File: src/rtl/gpf_pkg.sv
package gpf_pkg;
  localparam int WORD_W = 32;
  localparam int CFG_N  = 8;

  typedef enum logic [2:0] {
    ST_HDR,
    ST_BODY,
    ST_POLY,
    ST_XPAR,
    ST_XDAT
  } fr_state_e;

  // Parameter words following the header of a fixed-length opcode.
  function automatic logic [3:0] extra_words(input logic [7:0] op);
    logic [3:0] r;
    r = 4'd0;
    if (op == 8'h02) r = 4'd2;
    else if (op == 8'h80) r = 4'd3;
    else if (op[7:5] == 3'b001) begin
      case (op[4:2])
        3'd0: r = 4'd3;
        3'd1: r = 4'd6;
        3'd2: r = 4'd4;
        3'd3: r = 4'd8;
        3'd4: r = 4'd5;
        3'd5: r = 4'd8;
        3'd6: r = 4'd7;
        default: r = 4'd11;
      endcase
    end
    else if (op[7:4] == 4'h4) r = op[3] ? 4'd3 : 4'd2;
    else if (op[7:4] == 4'h5) r = op[3] ? 4'd4 : 4'd3;
    else if (op[7:5] == 3'b011) begin
      case (op[4:2])
        3'd0: r = 4'd2;
        3'd1: r = 4'd3;
        3'd2: r = 4'd1;
        3'd3: r = 4'd0;
        3'd4: r = 4'd1;
        3'd5: r = 4'd2;
        3'd6: r = 4'd1;
        default: r = 4'd2;
      endcase
    end
    return r;
  endfunction
endpackage

File: src/rtl/gpf_op_decode.sv
module gpf_op_decode
  import gpf_pkg::*;
(
  input  logic [7:0] op,
  output logic [3:0] extra,
  output logic       is_poly,
  output logic       poly_shaded,
  output logic       is_xfer,
  output logic       xfer_rd,
  output logic       is_cfg
);
  always_comb begin
    extra       = extra_words(op);
    is_poly     = (op[7:5] == 3'b010) && op[3];
    poly_shaded = op[4];
    is_xfer     = (op >= 8'hA0) && (op <= 8'hDF);
    xfer_rd     = (op[7:5] == 3'b110);
    is_cfg      = (op[7:3] == 5'b11100);
  end
endmodule

File: src/rtl/gpf_cfg_bank.sv
module gpf_cfg_bank
  import gpf_pkg::*;
#(
  parameter int N = CFG_N,
  parameter int W = WORD_W,
  localparam int IDX_W = $clog2(N)
) (
  input  logic           clk,
  input  logic           rst_n,
  input  logic           wr_en,
  input  logic [IDX_W-1:0] wr_idx,
  input  logic [W-1:0]   wr_data,
  output logic [N*W-1:0] cfg_flat,
  output logic [12:0]    status_low
);
  logic [W-1:0] reg_q [N];

  for (genvar i = 0; i < N; i++) begin : g_reg
    logic sel;
    assign sel = wr_en && (wr_idx == IDX_W'(i));
    always_ff @(posedge clk or negedge rst_n) begin
      if (!rst_n) reg_q[i] <= W'((32'hE0 + i) << 24);
      else if (sel) reg_q[i] <= wr_data;
    end
    assign cfg_flat[i*W +: W] = reg_q[i];
  end

  assign status_low = {reg_q[6][1:0], reg_q[1][10:0]};
endmodule

File: src/rtl/gpf_xfer_len.sv
module gpf_xfer_len #(
  parameter int X_BITS = 10,
  parameter int Y_BITS = 9,
  parameter int Y_POS  = 16,
  localparam int CNT_W = X_BITS + Y_BITS
) (
  input  logic [31:0]      size_word,
  output logic [CNT_W-1:0] n_words
);
  logic [X_BITS-1:0]       w_m1;
  logic [Y_BITS-1:0]       h_m1;
  logic [X_BITS:0]         w_px;
  logic [Y_BITS:0]         h_px;
  logic [X_BITS+Y_BITS+1:0] pix;
  logic [X_BITS+Y_BITS+1:0] pix_r;

  always_comb begin
    w_m1  = size_word[X_BITS-1:0] - X_BITS'(1);
    h_m1  = size_word[Y_POS +: Y_BITS] - Y_BITS'(1);
    w_px  = {1'b0, w_m1} + (X_BITS+1)'(1);
    h_px  = {1'b0, h_m1} + (Y_BITS+1)'(1);
    pix   = (X_BITS+Y_BITS+2)'(w_px) * (X_BITS+Y_BITS+2)'(h_px);
    pix_r = (pix + (X_BITS+Y_BITS+2)'(1)) >> 1;
    n_words = pix_r[CNT_W-1:0];
  end
endmodule

File: src/rtl/gpf_pkt_framer.sv
module gpf_pkt_framer
  import gpf_pkg::*;
#(
  parameter int X_BITS = 10,
  parameter int Y_BITS = 9,
  localparam int CNT_W = X_BITS + Y_BITS
) (
  input  logic                    clk,
  input  logic                    rst_n,
  input  logic                    in_valid,
  output logic                    in_ready,
  input  logic [WORD_W-1:0]       in_word,
  output logic                    out_valid,
  input  logic                    out_ready,
  output logic [WORD_W-1:0]       out_word,
  output logic                    out_sop,
  output logic                    out_eop,
  output logic                    xfer_start,
  output logic                    xfer_read,
  output logic [WORD_W-1:0]       xfer_pos,
  output logic [WORD_W-1:0]       xfer_size,
  output logic                    xfer_wvalid,
  output logic [WORD_W-1:0]       xfer_wdata,
  output logic [CFG_N*WORD_W-1:0] cfg_flat,
  output logic [12:0]             status_low
);
  fr_state_e         state_q, state_d;
  logic [CNT_W-1:0]  cnt_q, cnt_d;
  logic [WORD_W-1:0] pos_q, pos_d;
  logic              rd_q, rd_d;
  logic              shd_q, shd_d;
  logic [2:0]        kc_q, kc_d;
  logic              par_q, par_d;

  logic [3:0]        extra;
  logic              is_poly, poly_shaded, is_xfer, xfer_rd, is_cfg;
  logic              emit_hdr, acc, term_ok, cfg_we;
  logic [CNT_W-1:0]  xwords;

  gpf_op_decode u_dec (
    .op          (in_word[31:24]),
    .extra       (extra),
    .is_poly     (is_poly),
    .poly_shaded (poly_shaded),
    .is_xfer     (is_xfer),
    .xfer_rd     (xfer_rd),
    .is_cfg      (is_cfg)
  );

  gpf_xfer_len #(.X_BITS(X_BITS), .Y_BITS(Y_BITS)) u_len (
    .size_word (in_word),
    .n_words   (xwords)
  );

  assign emit_hdr = !is_xfer && (is_poly || (extra != 4'd0));
  assign term_ok  = ((in_word & 32'hF000_F000) == 32'h5000_5000) &&
                    (shd_q ? ((kc_q == 3'd4) && !par_q) : (kc_q >= 3'd3));

  // Handshake and output steering
  always_comb begin
    out_word    = in_word;
    xfer_wdata  = in_word;
    xfer_pos    = pos_q;
    xfer_size   = in_word;
    xfer_read   = rd_q;
    out_valid   = 1'b0;
    out_sop     = 1'b0;
    out_eop     = 1'b0;
    in_ready    = 1'b1;
    xfer_start  = 1'b0;
    xfer_wvalid = 1'b0;
    case (state_q)
      ST_HDR: begin
        out_valid = in_valid && emit_hdr;
        out_sop   = 1'b1;
        in_ready  = emit_hdr ? out_ready : 1'b1;
      end
      ST_BODY: begin
        out_valid = in_valid;
        out_eop   = (cnt_q == CNT_W'(1));
        in_ready  = out_ready;
      end
      ST_POLY: begin
        out_valid = in_valid;
        out_eop   = term_ok;
        in_ready  = out_ready;
      end
      ST_XPAR: xfer_start  = in_valid && (cnt_q == CNT_W'(1));
      ST_XDAT: xfer_wvalid = in_valid;
      default: ;
    endcase
  end

  assign acc    = in_valid && in_ready;
  assign cfg_we = acc && (state_q == ST_HDR) && is_cfg;

  // Next state
  always_comb begin
    state_d = state_q;
    cnt_d   = cnt_q;
    pos_d   = pos_q;
    rd_d    = rd_q;
    shd_d   = shd_q;
    kc_d    = kc_q;
    par_d   = par_q;
    case (state_q)
      ST_HDR: begin
        if (is_xfer) begin
          state_d = ST_XPAR;
          cnt_d   = '0;
          rd_d    = xfer_rd;
        end else if (is_poly) begin
          state_d = ST_POLY;
          shd_d   = poly_shaded;
          kc_d    = 3'd1;
          par_d   = 1'b1;
        end else if (extra != 4'd0) begin
          state_d = ST_BODY;
          cnt_d   = CNT_W'(extra);
        end
      end
      ST_BODY: begin
        cnt_d = cnt_q - CNT_W'(1);
        if (cnt_q == CNT_W'(1)) state_d = ST_HDR;
      end
      ST_POLY: begin
        if (term_ok) state_d = ST_HDR;
        kc_d  = (kc_q == 3'd4) ? 3'd4 : kc_q + 3'd1;
        par_d = !par_q;
      end
      ST_XPAR: begin
        if (cnt_q == '0) begin
          pos_d = in_word;
          cnt_d = CNT_W'(1);
        end else if (rd_q) begin
          state_d = ST_HDR;
        end else begin
          state_d = ST_XDAT;
          cnt_d   = xwords;
        end
      end
      ST_XDAT: begin
        cnt_d = cnt_q - CNT_W'(1);
        if (cnt_q == CNT_W'(1)) state_d = ST_HDR;
      end
      default: state_d = ST_HDR;
    endcase
  end

  // Registers, enabled by an accepted word
  always_ff @(posedge clk or negedge rst_n) begin
    if (!rst_n) begin
      state_q <= ST_HDR;
      cnt_q   <= '0;
      pos_q   <= '0;
      rd_q    <= 1'b0;
      shd_q   <= 1'b0;
      kc_q    <= 3'd0;
      par_q   <= 1'b0;
    end else if (acc) begin
      state_q <= state_d;
      cnt_q   <= cnt_d;
      pos_q   <= pos_d;
      rd_q    <= rd_d;
      shd_q   <= shd_d;
      kc_q    <= kc_d;
      par_q   <= par_d;
    end
  end

  gpf_cfg_bank u_cfg (
    .clk        (clk),
    .rst_n      (rst_n),
    .wr_en      (cfg_we),
    .wr_idx     (in_word[26:24]),
    .wr_data    (in_word),
    .cfg_flat   (cfg_flat),
    .status_low (status_low)
  );
endmodule

File: config.mk
export PLATFORM = sky130hd
export DESIGN_NAME = gpf_pkt_framer
export DESIGN_NICKNAME = d
export VERILOG_FILES = /design/src/rtl/gpf_pkg.sv /design/src/rtl/gpf_op_decode.sv /design/src/rtl/gpf_cfg_bank.sv /design/src/rtl/gpf_xfer_len.sv /design/src/rtl/gpf_pkt_framer.sv
export SDC_FILE = /design/constraint.sdc
export NUM_CORES = 1
export LEC_CHECK = 0
export ABC_AREA = 0
export ABC_CLOCK_PERIOD_IN_PS = 5000
export BUFFER_PORTS_ARGS = -buffer_cell sky130_fd_sc_hd__buf_2
export CORE_AREA = 4 4 251 253
export CTS_BUF_LIST = sky130_fd_sc_hd__clkbuf_8
export DETAILED_ROUTE_END_ITERATION = 7
export DIE_AREA = 0 0 255 257
export GPL_ROUTABILITY_DRIVEN = 0
export PLACE_DENSITY = 0.5
export SETUP_SLACK_MARGIN = 0.5
export SYNTH_ARGS = -nofsm -noshare
export SYNTH_HDL_FRONTEND = slang
export SYNTH_SLANG_ARGS = --single-unit
File: constraint.sdc
create_clock -name clk -period 5 [get_ports clk]
set_input_delay 0.75 -clock clk [delete_from_list [all_inputs] [get_ports clk]]
set_output_delay 0.75 -clock clk [all_outputs]
set_load 0.02 [all_outputs]
==> flow_summary.yaml, run 1 <==
run_status:
  status: "complete, but fails checks"
  violations: "setup timing"
worst_setup_path:
  cp_top_family: "adder cells"
  r2r_cells: 9
  end_kind: "flip-flop"
  worstSetupPathType: "in2reg"
  crit_top_cell: "fa_1"
  max_stage_delay_ns: 0.56
  rr_endpoint: "cnt_q[10]$_DFFE_PN0P_"
  cp.arrival_ns: 6.68
  start_kind: "primary input"
  worstPathRequired_ns: 5.50
  cp_num_buf_inv: 8
  reg2reg_from: "cnt_q[9]$_DFFE_PN0P_"
  crit_path_top_delay_cell: "or4_4"
  reg2reg_slack_ns: 1.56
  critPathMaxFanout: 3
cells_and_area:
  fill_cells: 6126
  syn_to_final_growth_pct: 29.46
  fin_cells: 2914
  nets: 2247
  utilization_pct: 38.41
  drive_gt1_share_pct: 53.02
  multi_input_area_um2: 9273
  design_area_um2: 23440
  regArea_um2: 7953
route:
  dr_total_vias: 13480
  vias_per_cell: 4.625
  drtIter0Drc: 550
  drc: 0
  drtAntennaViolNets: 0
  first_pass_iters: 4
  wl_um: 56110
  wl_per_cell_um: 19.26
timing:
  maxSlewViolCount: 0
  max_freq_ghz: 0.1620
  slew_headroom_pct: 28.87
  hold_viol: 0
  worst_pin_slew_ns: 1.063
  period_needed_ns: 6.174
  grt_setup_unrepaired: "yes"
  hold_ws_ns: 0.1530
  worst_slack_ns: -1.174
  setup_viol: 14
  min_period_over_period_pct: 123.5
  clock_skew_ns: 0.02927
synth:
  async_flop_share_pct: 100.0
  synth_top_area_cell: "dfrtp_1"
  synth_warnings: 0
  ys_ff_latch: 316
  synth_edf_count: 0
  synthTopCellsByCount: "dfrtp_1, mux2_2, buf_4, nor2_1, inv_1"
  yosysMostFrequentCell: "dfrtp_1"
  syn_nets: 1771
  synth_top_area_share_pct: 38.70
  yosysSeqAreaShare_pct: 43.92
  synth_area_per_cell_um2: 11.31
  synthDistinctLibCells: 78
  synthTopCellsByArea: "dfrtp_1, mux2_2, fa_1"
  netlist_area_um2: 18110
  synthFlopType: "dfrtp_1"
  synthCells: 1601
power_and_ir_drop:
  leakage_nw: 12.59
  vdd_drop_max_mv: 0.3981
  p_per_area_nw_per_um2: 515.9
clocking:
  cts_tree: "done"
  holdBufCountCts: 0
  clock_latency_ns: 0.65
  ctsHtreeMaxLevel: 2
  cts_inserted_buffers: 55
  clk_pin_slew_ns: 0.06
  root_buffer: "clkbuf_8"
  clock-sinks: 316
  clockBufferDepth: 3
floorplan:
  die_w_um: 255
  rows: 91
  start_util_pct: 29.67
  core_area_um2: 61030
  pin_count: 440
  die_area_um2: 65540
  dieHeight_um: 257
global_routing:
  grtUsageTotal_pct: 17.02
  grt_max_degree: 102
  overflow: 0
  grt_pass1_vias: 14640
  grt_pass1_wl_um: 87680
  antenna_found_initial: 3
run:
  maxCapViolCount: 0
placement:
  dp_hpwl_um: 41650
  dpl_cell_area_um2: 21600
  placedCellCount: 2794
  port_buffers: 439
worst_hold_path:
  hold_class: "in2async"
-- repair_timing --
item	4_1_cts	5_1_grt
pin swaps	56	44
gates resized for setup	85	37
endpoints found under the setup margin	15	15
buffers inserted	10	6
-- metal layers --
layer  part of all wire [%]  GRT usage [%]  up-vias
li1                       -              -     6208
met1                     41          20.77     6826
met2                     50          29.31      339
met3                    6.1          4.498      105
met4                    3.3          5.456        0
met5                      0              0        -
-- layout make-up --
| type | instances | area share [%] |
|---|---|---|
| clock buffers | 68 | 3.993 |
| well taps | 790 | 4.217 |
| diodes | 2 | 0.02135 |
| multi-input cells | 983 | 39.56 |
| flip-flops and latches | 316 | 33.93 |
| repair buffers | 621 | 15.89 |
| clock inverters | 34 | 0.7313 |
| inverters | 100 | 1.665 |
-- placed cells by master, fill, tap and decap left out, types with 6 or more instances in the layout --
cell type  instances
nor2_1           101
clkbuf_8          68
xnor2_1           25
ha_4              17
a21oi_1           28
or2_2             28
buf_2            433
clkinv_2          10
a22oi_1            8
and3_1             7
dfrtp_1          280
ha_1              48
inv_1            105
a21o_1             8
fa_1              69
xnor2_2            6
nor3_1            18
dfstp_2           36
nor2b_1           19
buf_4            165
xor2_2             7
buf_6             14
inv_2             13
nand3_1           11
xor2_1            16
nand2b_1          40
o21ai_1           14
and2_1            14
mux2_2           232
nand2_1           73
o21ai_0           46
-- where the power goes --
group          internal, mW  switching, mW  leakage (nW)
Combinational          2.90           3.60          7.70
Clock                  1.24           1.13         0.651
Sequential             2.98          0.244          4.24
Total                  7.12           4.98          12.6
-- metrics by stage --
stage	power, mW	TNS [ns]	setup WS, ns
final	12.09	-13.20	-1.174
after global placement	8.611	-24.80	-2.002
after detailed placement	8.664	-26.18	-2.078
after floorplan	6.858	-23.92	-2.186
after CTS	11.75	-12.00	-1.120
after global routing	13.00	-15.71	-1.366
-- sequential cells by signal, indices dropped and copies added, names as in the netlist --
name            cells
u_cfg.cfg_flat    256
xfer_read           1
par_q               1
state_q             3
cnt_q              19
kc_q                3
xfer_pos           32
shd_q               1
-- cell families after synthesis --
group,synth area share [%]
AOI/OAI and AO/OA,6.302
xor gates and xnor gates,2.840
adders and majority gates,12.12
buffers and inverters,9.357
DFF,43.92
muxes,14.73
and+or+nand+nor,10.72
-- how the worst max path moves through the flow --
stage	cells past startpoint	start	slack (ns)	end
2_1_floorplan	30	in_word[0]	-2.19	cnt_q[18]$_DFFE_PN0P_
3_3_place_gp	28	in_word[1]	-2.00	cnt_q[18]$_DFFE_PN0P_
3_5_place_dp	28	in_word[1]	-2.08	cnt_q[16]$_DFFE_PN0P_
4_1_cts	26	in_word[3]	-1.12	cnt_q[18]$_DFFE_PN0P_
5_1_grt	26	in_word[3]	-1.37	cnt_q[16]$_DFFE_PN0P_
6_report	25	in_word[3]	-1.17	cnt_q[15]$_DFFE_PN0P_
No activity file was read; power rests on OpenSTA's default activity.
==> run 2: changes to the inputs <==
--- a/config.mk
+++ b/config.mk
@@ -9,7 +9,6 @@
 export ABC_CLOCK_PERIOD_IN_PS = 5000
 export BUFFER_PORTS_ARGS = -buffer_cell sky130_fd_sc_hd__buf_2
 export CORE_AREA = 4 4 251 253
-export CTS_BUF_LIST = sky130_fd_sc_hd__clkbuf_8
 export DETAILED_ROUTE_END_ITERATION = 7
 export DIE_AREA = 0 0 255 257
 export GPL_ROUTABILITY_DRIVEN = 0
==> constraint.sdc (replaced) <==
create_clock -name clk -period 5 [get_ports clk]
set_input_delay 0.75 -clock clk [delete_from_list [all_inputs] [get_ports clk]]
set_output_delay 0.75 -clock clk [all_outputs]
set_load 0.01 [all_outputs]
==> run 2 against run 1 <==
Design area is 1.5% higher; via count is 1.2% lower; sequential share of layout area is 0.49 points lower; largest power group unchanged; die area stayed put; cell count is 1.1% lower; combinational power is 0.9% lower; global-route usage is 0.075 points lower; the flow still finishes with violations (setup timing); wire length is 0.47% lower; register-to-register slack hardly changed; clock power is 22% higher.
==> flow_summary.yaml, run 2 (synthesis gave the netlist of run 1 again) <==
placement:
  dp_hpwl_um: 41650
  dpl_cell_area_um2: 21600
  dp_slack_ns: -2.078
  port_buffers: 439
  placedCellCount: 2794
clocking:
  root_buffer: "clkbuf_16"
  ctsHtreeMaxLevel: 2
  clock-sinks: 316
  cts_tree: "done"
  cts_inserted_buffers: 38
  clock_latency_ns: 0.55
  clockBufferDepth: 3
  clk_pin_slew_ns: 0.07
floorplan:
  start_util_pct: 29.67
  rows: 91
  pin_count: 440
  dieHeight_um: 257
  die_w_um: 255
  core_area_um2: 61030
  die_area_um2: 65540
timing:
  grt_setup_unrepaired: "yes"
  worst_pin_slew_ns: 1.080
  slew_headroom_pct: 27.76
  max_freq_ghz: 0.1591
  min_period_over_period_pct: 125.7
  hold_viol: 0
  fin_tns_setup_ns: -14.26
  period_needed_ns: 6.285
  setup_viol: 15
  worst_slack_ns: -1.285
  clock_skew_ns: 0.01950
  maxSlewViolCount: 0
cells_and_area:
  layout_common_cells: "buf_2, dfrtp_1, mux2_2, buf_4, nor2_1"
  largest_register_ff_count: 256
  syn_to_final_growth_pct: 31.35
  nets: 2232
  design_area_um2: 23780
  layout_commonest_cell: "buf_2"
  drive_gt1_share_pct: 53.44
  fin_cells: 2881
worst_setup_path:
  max_stage_delay_ns: 0.50
  end_kind: "flip-flop"
  worstSetupPathType: "in2reg"
  start_kind: "primary input"
  crit_path_top_delay_cell: "fa_1"
  cp_num_buf_inv: 6
  worstPathRequired_ns: 5.41
  cp.arrival_ns: 6.70
  cp_top_family: "adder cells"
  crit_top_cell: "fa_1"
  critPathMaxFanout: 3
power_and_ir_drop:
  p_int_mw: 7.778
  clkPwrFrac_pct: 23.0
  p_switching_mw: 4.769
  p_per_area_nw_per_um2: 527.5
  leakage_nw: 12.63
  p_seq_share_pct: 25.7
  p_sw_share_pct: 38.01
  p_comb_share_pct: 51.4
  vdd_drop_max_mv: 0.4144
global_routing:
  grt_max_degree: 102
  overflow: 0
  antenna_found_initial: 2
  grt_pass1_vias: 14440
  grt_pass1_wl_um: 87190
  grtUsageTotal_pct: 16.95
route:
  wl_per_cell_um: 19.39
  wl_um: 55850
  drtIter0Drc: 590
  vias_per_cell: 4.622
  dr_total_vias: 13320
  drc: 0
  drtAntennaViolNets: 0
  first_pass_iters: 4
run_status:
  violations: "setup timing"
  status: "complete, but fails checks"
run:
  maxCapViolCount: 0
worst_hold_path:
  hold_class: "in2async"
==> run 2: cell types whose count changed in the layout (fill, tap and decap cells not counted), moves of 4 or more <==
| cell | change |
|---|---|
| clkbuf_8 | -62 |
| clkbuf_16 | +39 |
| inv_1 | -22 |
| buf_6 | +6 |
| clkbuf_1 | +6 |
| buf_4 | -4 |
| bufinv_16 | +4 |
| clkinv_2 | -4 |
| inv_6 | +4 |
==> run 2: final cells by class <==
class / instances / area [µm²]
multi-input cells: 983 / 9369
flip-flops and latches: 316 / 7953
repair buffers: 623 / 3771
diodes: 1 / 2.502
fillers: 6074 / 37250
clock inverters: 17 / 222.7
well taps: 790 / 988.4
clock buffers: 51 / 1081
inverters: 100 / 395.4
==> run 2: timing repair <==
item / 4_1_cts / 5_1_grt
buffers inserted: 12 / 6
resized for setup: 88 / 60
pin swaps: 58 / 50
setup endpoints to repair: 15 / 16
hold endpoints to repair: 0 / 0
hold buffers: 0 / 0
==> run 2: final timing paths <==
path                                    startpoint  slack, ns                             end  cells past startpoint
max                                     in_word[3]      -1.28           cnt_q[15]$_DFFE_PN0P_                     27
min                                          rst_n       0.22  u_cfg.cfg_flat[73]$_DFFE_PN0P_                      1
max reg2reg                   cnt_q[9]$_DFFE_PN0P_       1.55           cnt_q[10]$_DFFE_PN0P_                      9
min reg2reg                xfer_pos[0]$_DFFE_PN0P_       0.47         xfer_pos[0]$_DFFE_PN0P_                      2
max in group asynchronous                    rst_n       3.60  u_cfg.cfg_flat[90]$_DFFE_PN0P_                      2
min in group clk           xfer_pos[0]$_DFFE_PN0P_       0.47         xfer_pos[0]$_DFFE_PN0P_                      2
==> run 2: metrics by stage <==
step / hold WS (ns) / util [%] / power, mW
global route: 0.2790 / 38.97 / 13.45
floorplan: 0.4544 / - / 6.567
detailed placement: 0.4683 / 35.39 / 8.371
global placement: 0.4667 / 35.39 / 8.318
CTS: 0.2625 / 38.41 / 12.11
finish: 0.2225 / 38.97 / 12.55
==> run 2: worst reg2reg max path: stages, from the launching register on <==
cell and delay (ns):
dfrtp_1 0.40, nor4_1 0.57, nand3_1 0.30, nor3_1 0.51
a2bb2oi_1 0.19, nand3_1 0.50, buf_4 0.41, o21ai_0 0.17
o21ai_1 0.09, a31o_2 0.21
==> run 2: layer usage <==
layer  wire length, µm  vias to the layer above  track usage [%]
met5                 0                        -                0
met4              1557                        0            4.986
met3              3402                       74            4.538
met2             27970                      323            29.31
met1             22920                     6739            20.72
li1                  -                     6180                -
==> run 2: power by group through the flow <==
stage	clock [mW]	sequential (mW)	combinational (mW)
5_1_grt	3.08	3.28	7.09
6_report	2.88	3.22	6.44
3_3_place_gp	0	3.25	5.07
4_1_cts	2.97	3.22	5.91
3_5_place_dp	0	3.26	5.11
2_1_floorplan	0	3.37	3.20
==> run 3: changes to the inputs <==
--- a/config.mk
+++ b/config.mk
@@ -6,7 +6,7 @@
 export NUM_CORES = 1
 export LEC_CHECK = 0
 export ABC_AREA = 0
-export ABC_CLOCK_PERIOD_IN_PS = 5000
+export ABC_CLOCK_PERIOD_IN_PS = 7300
 export BUFFER_PORTS_ARGS = -buffer_cell sky130_fd_sc_hd__buf_2
 export CORE_AREA = 4 4 251 253
 export DETAILED_ROUTE_END_ITERATION = 7
==> constraint.sdc (replaced) <==
create_clock -name clk -period 7.3 [get_ports clk]
set_input_delay 1.095 -clock clk [delete_from_list [all_inputs] [get_ports clk]]
set_output_delay 1.095 -clock clk [all_outputs]
set_load 0.01 [all_outputs]
==> run 3 against run 2 <==
The run now ends clean; design area fell by 6.1%; global-route usage fell by 0.30 points; clock power fell by 37%; hold slack improved by 0.25 ns; wire length fell by 1.5%; register-to-register slack improved by 2.2 ns; non-clock buffer count fell by 80; first-iteration DRC count rose by 17%; clock skew fell by 0.0032 ns; cell count fell by 2.8%; worst setup slack improved by 1.8 ns; combinational power fell by 45%; critical path type unchanged; largest cell class unchanged.
==> flow_summary.yaml, run 3 (synthesis gave the netlist of run 1 again) <==
worst_setup_path:
  worstPathRequired_ns: 7.71
  critPathMaxFanout: 3
  reg2reg_slack_ns: 3.73
  worstSetupPathType: "in2reg"
  reg2reg_from: "state_q[0]$_DFFE_PN0P_"
  crit_path_start: "in_word[2]"
  end_kind: "flip-flop"
  r2r_cells: 9
  cp.arrival_ns: 7.16
  rr_endpoint: "u_cfg.cfg_flat[239]$_DFFE_PN0P_"
  start_kind: "primary input"
  cp-endpoint: "cnt_q[17]$_DFFE_PN0P_"
power_and_ir_drop:
  p_switching_mw: 2.919
  p_per_area_nw_per_um2: 339.5
  leakage_nw: 12.02
  vdd_drop_max_mv: 0.2381
  p_sw_share_pct: 38.51
  clkPwrFrac_pct: 23.9
  p_int_mw: 4.661
  p_total_mw: 7.580
  p_comb_share_pct: 47.0
  p_seq_share_pct: 29.1
floorplan:
  die_w_um: 255
  die_area_um2: 65540
  dieHeight_um: 257
  rows: 91
  core_area_um2: 61030
  start_util_pct: 29.67
  pin_count: 440
route:
  first_pass_iters: 7
  vias_per_cell: 4.683
  drc: 0
  dr_total_vias: 13110
  drtIter0Drc: 689
  wl_um: 55010
  drtAntennaViolNets: 0
  wl_per_cell_um: 19.65
placement:
  port_buffers: 439
  placedCellCount: 2727
  dp_hpwl_um: 41050
global_routing:
  overflow: 0
  antenna_found_initial: 2
  grt_max_degree: 175
  grt_pass1_wl_um: 85560
  grt_pass1_vias: 13800
  grtUsageTotal_pct: 16.64
timing:
  max_freq_ghz: 0.1483
  setup_viol: 0
  min_period_over_period_pct: 92.38
  maxSlewViolCount: 0
  worst_pin_slew_ns: 1.083
  hold_viol: 0
  grt_setup_unrepaired: "yes"
  slew_headroom_pct: 27.66
  period_needed_ns: 6.744
  clock_skew_ns: 0.01628
  hold_ws_ns: 0.4749
run:
  maxCapViolCount: 0
cells_and_area:
  layout_commonest_cell: "buf_2"
  fill_cells: 6167
  syn_to_final_growth_pct: 23.32
  layout_common_cells: "buf_2, dfrtp_1, mux2_2, nor2_1, buf_4"
  drive_gt1_share_pct: 47.56
  nets: 2151
  largest_register_ff_count: 256
  fin_cells: 2800
clocking:
  clockBufferDepth: 3
  holdBufCountCts: 0
  cts_inserted_buffers: 37
  root_buffer: "clkbuf_16"
  clock-sinks: 316
  clk_pin_slew_ns: 0.06
  ctsHtreeMaxLevel: 2
  clock_latency_ns: 0.55
  cts_tree: "done"
worst_hold_path:
  hold_class: "reg2reg"
run_status:
  status: "completed"
[run 3: power groups by stage]
stage / clock [mW] / sequential (mW) / combinational, mW
floorplan: 0 / 2.30 / 2.14
global placement: 0 / 2.22 / 3.29
detailed placement: 0 / 2.23 / 3.32
CTS: 1.88 / 2.21 / 3.34
global route: 1.95 / 2.24 / 3.99
finish: 1.81 / 2.21 / 3.56
[run 3: what timing repair did]
action | 4_1_cts | 5_1_grt
pin swaps | 1 | 17
setup buffers | 0 | 5
endpoints found under the setup margin | 2 | 11
resized for setup | 1 | 32
[run 3: how the worst min path moves through the flow]
stage / slack, ns / from / cells after the start / end
6_report: 0.47 / u_cfg.cfg_flat[24]$_DFFE_PN0P_ / 1 / u_cfg.cfg_flat[24]$_DFFE_PN0P_
5_1_grt: 0.49 / u_cfg.cfg_flat[122]$_DFFE_PN0P_ / 1 / u_cfg.cfg_flat[122]$_DFFE_PN0P_
4_1_cts: 0.48 / u_cfg.cfg_flat[220]$_DFFE_PN0P_ / 1 / u_cfg.cfg_flat[220]$_DFFE_PN0P_
3_5_place_dp: 0.47 / u_cfg.cfg_flat[122]$_DFFE_PN0P_ / 1 / u_cfg.cfg_flat[122]$_DFFE_PN0P_
3_3_place_gp: 0.47 / xfer_pos[28]$_DFFE_PN0P_ / 2 / xfer_pos[28]$_DFFE_PN0P_
2_1_floorplan: 0.45 / par_q$_DFFE_PN0P_ / 1 / par_q$_DFFE_PN0P_
[run 3: area by class of cell]
| type | count | area [µm²] | area share [%] |
|---|---|---|---|
| antenna | 2 | 5.005 | 0.02241 |
| clock buffer | 57 | 1072 | 4.802 |
| clock inverter | 9 | 105.1 | 0.4707 |
| inverter | 100 | 385.4 | 1.726 |
| multi-input combinational | 983 | 8791 | 39.37 |
| sequential | 316 | 7953 | 35.62 |
| tap | 790 | 988.4 | 4.427 |
| timing repair buffer | 543 | 3029 | 13.57 |
[run 3: critical path, cell delays in order]
cell and delay (ns):
buf_2 0.12, or4_4 0.55, nor4_1 0.24, buf_4 0.16, o21bai_4 0.07, mux2_4 0.31, o32ai_4 0.30, xor2_2 0.20
nand2_1 0.10, fa_1 0.50, inv_1 0.05, fa_1 0.50, fa_1 0.43, fa_1 0.49, inv_1 0.05, fa_1 0.50
inv_2 0.05, ha_4 0.15, a21o_1 0.17, buf_4 0.14, buf_6 0.11, a21oi_2 0.14, nand2_1 0.10, o221ai_4 0.21
o311ai_2 0.11, xnor2_1 0.19, o221ai_1 0.12
[run 3: routing by layer]
metal / track usage [%] / vias to the layer above / wire (µm)
li1: - / 6017 / -
met1: 21.30 / 6672 / 23290
met2: 28.55 / 363 / 27310
met3: 4.356 / 61 / 3503
met4: 3.304 / 0 / 916
met5: 0 / - / 0
[run 3: stage by stage]
stage	TNS, ns	util (%)	instance area [µm²]	setup WS [ns]
2_1_floorplan	-0.7882	-	18320	-0.2306
3_3_place_gp	-0.09351	34.33	20950	-0.05426
3_5_place_dp	-0.4305	34.33	20950	-0.1171
4_1_cts	0	36.26	22130	0.5078
5_1_grt	0	36.58	22320	0.2644
6_report	0	36.59	22330	0.5559
